File: config.mk
export PLATFORM = sky130hd
export DESIGN_NAME = phy_ctl_seq
export DESIGN_NICKNAME = d
export VERILOG_FILES = /design/src/rtl/phy_ctl_pkg.sv /design/src/rtl/phy_ctl_sync2.sv /design/src/rtl/phy_ctl_timer.sv /design/src/rtl/phy_ctl_polls.sv /design/src/rtl/phy_ctl_seq.sv
export SDC_FILE = /design/constraint.sdc
export NUM_CORES = 1
export LEC_CHECK = 0
export CAP_MARGIN = 20
export CORE_ASPECT_RATIO = 0.5
export CORE_MARGIN = 2
export CORE_UTILIZATION = 45
export CTS_CLUSTER_SIZE = 20
export DETAILED_ROUTE_END_ITERATION = 6
export GPL_ROUTABILITY_DRIVEN = 0
export PLACE_DENSITY = 0.71
export SLEW_MARGIN = 20
export SYNTH_ARGS = -nofsm -noshare
export SYNTH_HDL_FRONTEND = slang
export SYNTH_SLANG_ARGS = --single-unit
File: constraint.sdc
create_clock -name clk_i -period 4.6 [get_ports clk_i]
set_input_delay 0.92 -clock clk_i [delete_from_list [all_inputs] [get_ports clk_i]]
set_output_delay 0.92 -clock clk_i [all_outputs]
set_load 0.05 [all_outputs]
File: src/rtl/phy_ctl_pkg.sv
package phy_ctl_pkg;

  localparam int unsigned STB_N = 4;

  // strobe nibble, bit 0 maps to control bit 16
  localparam logic [STB_N-1:0] STB_CA = 4'b0001;
  localparam logic [STB_N-1:0] STB_CD = 4'b0010;
  localparam logic [STB_N-1:0] STB_WR = 4'b0100;
  localparam logic [STB_N-1:0] STB_RD = 4'b1000;

  typedef enum logic [2:0] {
    S_IDLE,
    S_SETTLE,
    S_LOAD,
    S_WAIT_HI,
    S_WAIT_LO
  } seq_st_e;

  typedef enum logic [1:0] {
    P_ADDR,
    P_DATA,
    P_WSTB,
    P_RSTB
  } phase_e;

  function automatic logic [STB_N-1:0] stb_of(phase_e p);
    case (p)
      P_ADDR:  return STB_CA;
      P_DATA:  return STB_CD;
      P_WSTB:  return STB_WR;
      default: return STB_RD;
    endcase
  endfunction

endpackage

File: src/rtl/phy_ctl_sync2.sv
module phy_ctl_sync2 (
  input  logic clk_i,
  input  logic rst_ni,
  input  logic d_i,
  output logic q_o
);
  logic [1:0] ff_q;

  always_ff @(posedge clk_i or negedge rst_ni) begin
    if (!rst_ni) ff_q <= '0;
    else         ff_q <= {ff_q[0], d_i};
  end

  assign q_o = ff_q[1];
endmodule

File: src/rtl/phy_ctl_timer.sv
module phy_ctl_timer #(
  parameter int unsigned CYC = 5000
) (
  input  logic clk_i,
  input  logic rst_ni,
  input  logic load_i,
  output logic zero_o
);
  localparam int unsigned W = (CYC > 1) ? $clog2(CYC) : 1;
  localparam logic [W-1:0] RELOAD = W'(CYC - 1);

  logic [W-1:0] cnt_q;

  always_ff @(posedge clk_i or negedge rst_ni) begin
    if (!rst_ni)              cnt_q <= '0;
    else if (load_i)          cnt_q <= RELOAD;
    else if (cnt_q != '0)     cnt_q <= cnt_q - 1'b1;
  end

  assign zero_o = (cnt_q == '0);

  assert_delay_range_R6: assert property (@(posedge clk_i) disable iff (!rst_ni)
    cnt_q <= RELOAD);
  assert_delay_reload_R6: assert property (@(posedge clk_i) disable iff (!rst_ni)
    load_i |=> (cnt_q == RELOAD));
endmodule

File: src/rtl/phy_ctl_polls.sv
module phy_ctl_polls #(
  parameter int unsigned LIMIT = 5000
) (
  input  logic clk_i,
  input  logic rst_ni,
  input  logic clr_i,
  input  logic inc_i,
  output logic last_o
);
  localparam int unsigned W = (LIMIT > 1) ? $clog2(LIMIT) : 1;
  localparam logic [W-1:0] TOP = W'(LIMIT - 1);

  logic [W-1:0] cnt_q;

  always_ff @(posedge clk_i or negedge rst_ni) begin
    if (!rst_ni)     cnt_q <= '0;
    else if (clr_i)  cnt_q <= '0;
    else if (inc_i)  cnt_q <= cnt_q + 1'b1;
  end

  assign last_o = (cnt_q == TOP);

  assert_poll_bound_R6: assert property (@(posedge clk_i) disable iff (!rst_ni)
    cnt_q <= TOP);
endmodule

File: src/rtl/phy_ctl_seq.sv
module phy_ctl_seq
  import phy_ctl_pkg::*;
#(
  parameter int unsigned          FIELD_W   = 16,
  parameter int unsigned          DELAY_CYC = 5000,
  parameter int unsigned          MAX_POLLS = 5000,
  parameter logic [FIELD_W-1:0]   RST_ADDR  = FIELD_W'(16'h7F3F)
) (
  input  logic                     clk_i,
  input  logic                     rst_ni,
  input  logic                     req_start_i,
  input  logic                     req_write_i,
  input  logic [FIELD_W-1:0]       req_addr_i,
  input  logic [FIELD_W-1:0]       req_wdata_i,
  output logic                     req_done_o,
  output logic [FIELD_W-1:0]       req_rdata_o,
  output logic                     req_err_o,
  output logic                     busy_o,
  output logic [FIELD_W+STB_N-1:0] phy_ctl_o,
  input  logic                     phy_ack_i,
  input  logic [FIELD_W-1:0]       phy_dout_i
);
  seq_st_e              st_q;
  phase_e               ph_q;
  logic [STB_N-1:0]     stb_q;
  logic [FIELD_W-1:0]   din_q, addr_q, wdata_q, rbuf_q, rdata_q;
  logic                 wr_q, done_q, err_q;

  logic ack_s, tmr_zero, tmr_load, poll_last, poll_inc, poll_clr;
  logic waiting, poll, hit, miss, expired, accept, kick;

  phy_ctl_sync2 u_ack_sync (
    .clk_i (clk_i), .rst_ni(rst_ni), .d_i(phy_ack_i), .q_o(ack_s)
  );

  phy_ctl_timer #(.CYC(DELAY_CYC)) u_timer (
    .clk_i (clk_i), .rst_ni(rst_ni), .load_i(tmr_load), .zero_o(tmr_zero)
  );

  phy_ctl_polls #(.LIMIT(MAX_POLLS)) u_polls (
    .clk_i (clk_i), .rst_ni(rst_ni), .clr_i(poll_clr), .inc_i(poll_inc),
    .last_o(poll_last)
  );

  always_comb begin
    waiting  = (st_q == S_WAIT_HI) || (st_q == S_WAIT_LO);
    poll     = waiting && tmr_zero;
    hit      = poll && (ack_s == (st_q == S_WAIT_HI));
    miss     = poll && !hit;
    expired  = miss && poll_last;
    accept   = (st_q == S_IDLE) && req_start_i;
    poll_inc = miss && !poll_last;
    tmr_load = accept || poll_inc;
    poll_clr = accept || hit;
    kick     = (addr_q == RST_ADDR) && (wdata_q != '0);
  end

  always_ff @(posedge clk_i or negedge rst_ni) begin
    if (!rst_ni) begin
      st_q    <= S_IDLE;
      ph_q    <= P_ADDR;
      stb_q   <= '0;
      din_q   <= '0;
      addr_q  <= '0;
      wdata_q <= '0;
      rbuf_q  <= '0;
      rdata_q <= '0;
      wr_q    <= 1'b0;
      done_q  <= 1'b0;
      err_q   <= 1'b0;
    end else begin
      done_q <= 1'b0;
      unique case (st_q)
        S_IDLE: if (req_start_i) begin
          st_q    <= S_SETTLE;
          ph_q    <= P_ADDR;
          stb_q   <= '0;
          wr_q    <= req_write_i;
          addr_q  <= req_addr_i;
          wdata_q <= req_wdata_i;
          err_q   <= 1'b0;
        end
        S_SETTLE: if (tmr_zero) begin
          st_q  <= S_LOAD;
          din_q <= addr_q;
        end
        S_LOAD: begin
          st_q  <= S_WAIT_HI;
          stb_q <= stb_of(ph_q);
        end
        S_WAIT_HI: begin
          if (expired) begin
            stb_q  <= '0;
            st_q   <= S_IDLE;
            done_q <= 1'b1;
            err_q  <= 1'b1;
          end else if (hit) begin
            if (ph_q == P_RSTB) rbuf_q <= phy_dout_i;
            stb_q <= '0;
            st_q  <= S_WAIT_LO;
          end
        end
        S_WAIT_LO: begin
          if (expired) begin
            stb_q  <= '0;
            st_q   <= S_IDLE;
            done_q <= 1'b1;
            err_q  <= 1'b1;
          end else if (hit) begin
            unique case (ph_q)
              P_ADDR: begin
                st_q <= S_LOAD;
                if (wr_q) begin
                  ph_q  <= P_DATA;
                  din_q <= wdata_q;
                end else begin
                  ph_q  <= P_RSTB;
                end
              end
              P_DATA: begin
                if (kick) begin
                  // PHY resets itself here and cannot acknowledge
                  stb_q  <= STB_WR;
                  din_q  <= wdata_q;
                  st_q   <= S_IDLE;
                  done_q <= 1'b1;
                end else begin
                  ph_q <= P_WSTB;
                  st_q <= S_LOAD;
                end
              end
              P_WSTB: begin
                st_q   <= S_IDLE;
                done_q <= 1'b1;
              end
              default: begin
                st_q    <= S_IDLE;
                done_q  <= 1'b1;
                rdata_q <= rbuf_q;
              end
            endcase
          end
        end
        default: st_q <= S_IDLE;
      endcase
    end
  end

  assign busy_o      = (st_q != S_IDLE);
  assign req_done_o  = done_q;
  assign req_err_o   = err_q;
  assign req_rdata_o = rdata_q;
  assign phy_ctl_o   = {stb_q, din_q};

  assert_one_strobe_R1: assert property (@(posedge clk_i) disable iff (!rst_ni)
    $onehot0(phy_ctl_o[FIELD_W+STB_N-1:FIELD_W]));
  assert_raise_on_low_ack_R2: assert property (@(posedge clk_i) disable iff (!rst_ni)
    $rose(|phy_ctl_o[FIELD_W+STB_N-1:FIELD_W]) |-> !ack_s);
  assert_din_steady_R2: assert property (@(posedge clk_i) disable iff (!rst_ni)
    ((|phy_ctl_o[FIELD_W+STB_N-1:FIELD_W]) && $past(|phy_ctl_o[FIELD_W+STB_N-1:FIELD_W]))
      |-> $stable(phy_ctl_o[FIELD_W-1:0]));
  assert_rdata_on_done_R4: assert property (@(posedge clk_i) disable iff (!rst_ni)
    !$stable(req_rdata_o) |-> req_done_o);
  assert_abort_clears_R6: assert property (@(posedge clk_i) disable iff (!rst_ni)
    (req_done_o && req_err_o) |-> (phy_ctl_o[FIELD_W+STB_N-1:FIELD_W] == '0));
  assert_busy_from_start_R7: assert property (@(posedge clk_i) disable iff (!rst_ni)
    $rose(busy_o) |-> $past(req_start_i));
  assert_done_pulse_R8: assert property (@(posedge clk_i) disable iff (!rst_ni)
    req_done_o |=> !req_done_o);
  assert_done_idle_R8: assert property (@(posedge clk_i) disable iff (!rst_ni)
    req_done_o |-> !busy_o);
endmodule

==> results of run 1 <==
[flip-flops by register name, summed over array words and instances, names as in the netlist]
name             count
req_rdata_o         16
wr_q                 1
addr_q              16
u_polls.cnt_q       13
st_q                 3
din_q               16
req_err_o            1
wdata_q             16
rbuf_q              16
stb_q                4
u_timer.cnt_q       13
ph_q                 2
req_done_o           1
u_ack_sync.ff_q      2
[power breakdown]
part,leakage (nW),internal [W],switching (W)
Combinational,1.47,0.000141,0.000166
Sequential,1.54,0.00114,0.0000854
Clock,0.279,0.000813,0.000504
[per-stage QoR]
stage / power, W / setup WS (ns)
finish: 0.002853 / 1.117
global route: 0.002981 / 1.032
CTS: 0.002880 / 1.157
detailed placement: 0.001552 / 1.175
global placement: 0.001542 / 1.209
floorplan: 0.001419 / 1.890
[kinds of logic after synthesis]
logic type      count (synthesis)  synth area share
xor+xnor                       12           0.01860
buf+inv                        34           0.02924
simple gates                  280            0.2368
fa+ha+maj                       3          0.006645
compound gates                 57           0.07110
mux                            50            0.1061
flops                         120            0.5316
[worst paths after layout]
kind,start,end,slack (ns),cells after the start
min reg2reg,u_ack_sync.ff_q[0],u_ack_sync.ff_q[1],0.35,0
max,u_timer.cnt_q[4],din_q[10],1.12,5
min,u_ack_sync.ff_q[0],u_ack_sync.ff_q[1],0.35,0
max reg2reg,u_timer.cnt_q[4],din_q[10],1.12,5
min in group asynchronous,rst_ni,u_polls.cnt_q[6],0.62,1
max in group asynchronous,rst_ni,rbuf_q[1],3.10,2
[worst max-delay path: stages, from the launching register on]
cell     delay, ns
dfrtp_1       0.42
or4_1         0.66
or4_1         0.73
or3_4         0.44
a41oi_4       0.69
mux2_2        0.41
[area by class of cell]
cell class / instances / area, um^2
fill: 964 / 4737
sequential: 120 / 3003
multi-input combinational: 402 / 2491
timing repair buffer: 99 / 968.4
clock buffer: 18 / 439.2
tap: 165 / 206.4
clock inverter: 14 / 148.9
inverter: 6 / 22.52
[per-layer routing]
layer / up-vias / GRT usage / routed length [um]
met2: 145 / 0.3072 / 5779
met4: 0 / 0.07562 / 189
met1: 2158 / 0.2963 / 6267
met3: 20 / 0.04196 / 789
met5: - / 0 / 0
li1: 2101 / - / -
[cells in the mapped netlist (3+ instances only)]
cell type | count | area share
nor2_1 | 25 | 0.017
nand4b_1 | 3 | 0.0047
or4_1 | 7 | 0.0093
mux2_1 | 14 | 0.028
nor3_1 | 8 | 0.0071
nand4_1 | 8 | 0.0089
nand2b_1 | 5 | 0.0055
xor2_1 | 6 | 0.0093
and3_1 | 5 | 0.0055
a21oi_1 | 15 | 0.013
clkbuf_1 | 20 | 0.013
nand2_1 | 176 | 0.12
a41oi_1 | 4 | 0.0062
dfrtp_1 | 120 | 0.53
ha_1 | 3 | 0.0066
nor4_1 | 9 | 0.010
nand3_1 | 9 | 0.0080
xnor2_1 | 6 | 0.0093
o21ai_0 | 9 | 0.0080
mux2_4 | 10 | 0.027
mux2_2 | 25 | 0.050
or3_1 | 5 | 0.0055
inv_1 | 6 | 0.0040
o31ai_1 | 8 | 0.011
o211ai_1 | 4 | 0.0053
==> out/metrics.csv, run 1 <==
stage;metric;value;unit
critical_path;critical_path_class;flip-flop to flip-flop;
finish;fin_area;7279;um^2
logic_synthesis;synth_ff_type;dfrtp_1;
logic_synthesis;synth_cell_type_count;60;
die;die-area;13520;um^2
timing;worst_pin_slew;1.108;ns
clock_network;cts_tree;built;
clock_network;cts_setup_buffers;0;
clock_network;root_buffer;clkbuf_16;
critical_path;critPathRequiredTime;4.90;ns
job;cap_viol_max_count;0;
routing;drtAntennaViolNets;0;
logic_synthesis;ys_ff_latch;120;
global_route;grt_usage;0.2056;
finish;fin_util;0.6058;
placement;placed_cell_area;6691;um^2
logic_synthesis;syn_area;5649;um^2
finish;final_common_cell;nand2_1;
critical_path;setup.worst_path.start_class;flip-flop;
timing;whs;0.3483;ns
routing;dr.pass1.iters;5;
routing;wirelength;13030;um
logic_synthesis;syn_nets;612;
clock_network;clk_latency;0.41;ns
power;p_per_area;392.0;nW/um^2
critical_path;cp-end-kind;flip-flop;
timing;relSlewSlack;0.2571;
die;die_x;162.5;um
finish;final_cell_mix;nand2_1, dfrtp_1, clkdlybuf4s50_1;
critical_path;worstPathMaxFanout;16;
placement;dp_hpwl;8823;um
finish;fin_cells;824;
global_route;grt_pass1_wl;21890;um
die;coreArea;12020;um^2
logic_synthesis;syn_area_per_cell;10.16;um^2
run_status;outcome;complete, no violations;
finish;syn_to_final_growth;28.86;%
finish;finish.net_count;702;
timing;final.setup_skew;0.006552;ns
timing;setup_viol;0;
timing;hold_viol;0;
timing;fmax;0.2871;GHz
routing;drt-initial-drc-count;467;
routing;dr_total_vias;4424;
die;fp.dieH;83.23;um
routing;wl_per_cell;15.81;um
clock_network;cts_hold_buf;0;
logic_synthesis;synth_warnings;0;
clock_network;cts_max_level;4;
min_path;hold_path.class;flip-flop to flip-flop;
timing;fin_crit_sh;0.7572;
power;ir_worst_vdd;0.2497;mV
die;row_count;28;
clock_network;cts-resized-gates;0;
clock_network;cts_buffer_depth;2;
logic_synthesis;synth_edf_count;0;
placement;place_inst;792;
timing;rsz0062_at_grt;no;
routing;routed_via_density;5.369;
placement;port_buffers;91;
die;ioPinCount;92;
timing;slew_viol_final;0;
logic_synthesis;ys_async_sr_fraction;1.000;
timing;finalCriticalPeriod;3.483;ns
die;initial_core_util;0.4701;
global_route;grt_pass1_vias;4329;
logic_synthesis;syn_inst;556;
critical_path;crit_arrival;3.78;ns
clock_network;path_clk_slew;0.06;ns
finish;antenna_cells;0;
clock_network;cts_buffers;17;
clock_network;cts.sinks;120;
logic_synthesis;synth-seq-area-share;0.5316;
global_route;antenna_found_initial;0;
timing;fin_setup_tns;0;ns
global_route;overflow;0;
power;p_leak;3.286;nW
finish;drive_above_1_share;0.1366;
global_route;grt_max_degree;71;
routing;drt_drc_violations_left;0;
No activity file was read; power rests on OpenSTA's default activity.
==> inputs of run 2 (changes only) <==
Settings changed: PLACE_DENSITY 0.71 to 0.74.
Clock period 4.6 ns to 3.1 ns, I/O delays scaled along.
==> run 2 against run 1 <==
Against the previous run:
- critical path type unchanged
- worst setup slack got worse by 0.81 ns
- combinational power increased by 52%
- largest cell class unchanged
- register-to-register slack got worse by 0.81 ns
- sequential power increased by 48%
==> out/metrics.csv, run 2 (synthesis gave the netlist of run 1 again) <==
stage;metric;value;unit
run_status;outcome;complete, no violations;
timing;fmax;0.3575;GHz
power;share_seq_of_total_power;0.421;
finish;regArea;3003;um^2
timing;hold_viol;0;
clock_network;cts_max_level;4;
routing;top_layer;met4;
finish;antenna_cells;0;
clock_network;cts.sinks;120;
critical_path;cp-end-kind;flip-flop;
timing;finalCriticalPeriod;2.798;ns
timing;setup_ws;0.3024;ns
die;die_x;162.5;um
power;switchingPower;0.001145;W
finish;multiInputGateArea;2491;um^2
timing;final.setup_skew;0.007571;ns
die;coreArea;12020;um^2
global_route;grt_max_degree;57;
finish;final_common_cell;nand2_1;
die;ioPinCount;92;
clock_network;cts_hold_buf;0;
routing;wirelength;13240;um
clock_network;cts_buffers;17;
clock_network;clk_latency;0.41;ns
die;die-area;13520;um^2
routing;wl_per_cell;15.90;um
die;initial_core_util;0.4701;
clock_network;cts-resized-gates;0;
power;p_sw_frac;0.2639;
die;row_count;28;
timing;rsz0062_at_grt;no;
die;fp.dieH;83.23;um
placement;dp_hpwl;9151;um
global_route;grt_usage;0.2096;
timing;relSlewSlack;0.4313;
placement;placed_cell_area;6784;um^2
timing;whs;0.2702;ns
finish;final_cell_mix;nand2_1, dfrtp_1, clkdlybuf4s50_1;
power;internal_power;0.003193;W
clock_network;cts_buffer_depth;2;
global_route;antenna_found_initial;0;
clock_network;cts_tree;built;
clock_network;path_clk_slew;0.06;ns
critical_path;setup.worst_path.start_class;flip-flop;
finish;syn_to_final_growth;30.99;%
routing;drt-initial-drc-count;366;
routing;dr_total_vias;4450;
min_path;hold_path.class;primary input to async pin;
power;power_frac_comb;0.108;
clock_network;root_buffer;clkbuf_16;
timing;worst_pin_slew;0.8473;ns
routing;route.met2.wl;6084;um
timing;fin_crit_sh;0.9024;
power;ir_worst_vdd;0.3631;mV
routing;met3_length;726;um
clock_network;cts_setup_buffers;0;
placement;dp_slack;0.3221;ns
finish;nFillCells;984;
finish;drive_above_1_share;0.1482;
power;clock_power_share;0.471;
timing;setup_viol;0;
routing;routed_via_density;5.342;
routing;drtAntennaViolNets;0;
routing;met1_length;6294;um
finish;fin_area;7400;um^2
global_route;grt_pass1_vias;4366;
timing;slew_viol_final;0;
global_route;grt_pass1_wl;22360;um
routing;drt_drc_violations_left;0;
global_route;overflow;0;
critical_path;critical_path_class;flip-flop to flip-flop;
placement;port_buffers;91;
critical_path;critPathRequiredTime;3.39;ns
finish;finish.net_count;711;
critical_path;crit_arrival;3.09;ns
timing;fin_setup_tns;0;ns
critical_path;worstPathMaxFanout;16;
power;p_leak;3.356;nW
routing;dr.pass1.iters;5;
power;p_per_area;586.2;nW/um^2
job;cap_viol_max_count;0;
[run 2: path summary, 6_finish.rpt]
path / from / endpoint / slack, ns / depth (start not counted)
worst max-delay path: u_timer.cnt_q[5] / din_q[11] / 0.30 / 6
worst min-delay path: rst_ni / u_polls.cnt_q[3] / 0.27 / 1
worst max register to register: u_timer.cnt_q[5] / din_q[11] / 0.30 / 6
worst min register to register: u_ack_sync.ff_q[0] / u_ack_sync.ff_q[1] / 0.35 / 0
max in group asynchronous: rst_ni / req_rdata_o[0] / 2.12 / 2
min in group clk_i: u_ack_sync.ff_q[0] / u_ack_sync.ff_q[1] / 0.35 / 0
[run 2: critical path, stage by stage, from the launching register on]
cell and delay [ns]:
dfrtp_1 0.41, or4_1 0.68, or4_1 0.47, or3_4 0.36, a41oi_4 0.20, buf_12 0.20, mux2_2 0.35
[run 2: layout make-up]
| class | instances | area share |
|---|---|---|
| repair buffers | 108 | 0.1434 |
| well taps | 165 | 0.02790 |
| inverters | 6 | 0.003044 |
| clock inverters | 15 | 0.02570 |
| flip-flops and latches | 120 | 0.4058 |
| multi-input cells | 402 | 0.3367 |
| clock buffers | 17 | 0.05749 |
[run 2: layer usage]
metal | track usage | vias to the layer above
met5 | 0 | -
met4 | 0.06114 | 0
met3 | 0.04645 | 13
met2 | 0.3246 | 125
met1 | 0.2968 | 2181
li1 | - | 2131
[run 2: per-stage QoR]
| stage | utilization | power (W) | instances |
|---|---|---|---|
| finish | 0.6158 | 0.004338 | 833 |
| global placement | 0.5646 | 0.002296 | 801 |
| floorplan | - | 0.002106 | 556 |
| CTS | 0.6158 | 0.004374 | 833 |
| detailed placement | 0.5646 | 0.002315 | 801 |
| global route | 0.6158 | 0.004539 | 833 |
[run 2: power by group through the flow]
| stage | clock network, W | registers, W | logic (W) |
|---|---|---|---|
| 3_3_place_gp | 0 | 0.00184 | 0.000454 |
| 6_report | 0.00205 | 0.00182 | 0.000468 |
| 3_5_place_dp | 0 | 0.00185 | 0.000468 |
| 2_1_floorplan | 0 | 0.00183 | 0.000271 |
| 5_1_grt | 0.00217 | 0.00184 | 0.000524 |
| 4_1_cts | 0.00208 | 0.00182 | 0.000472 |
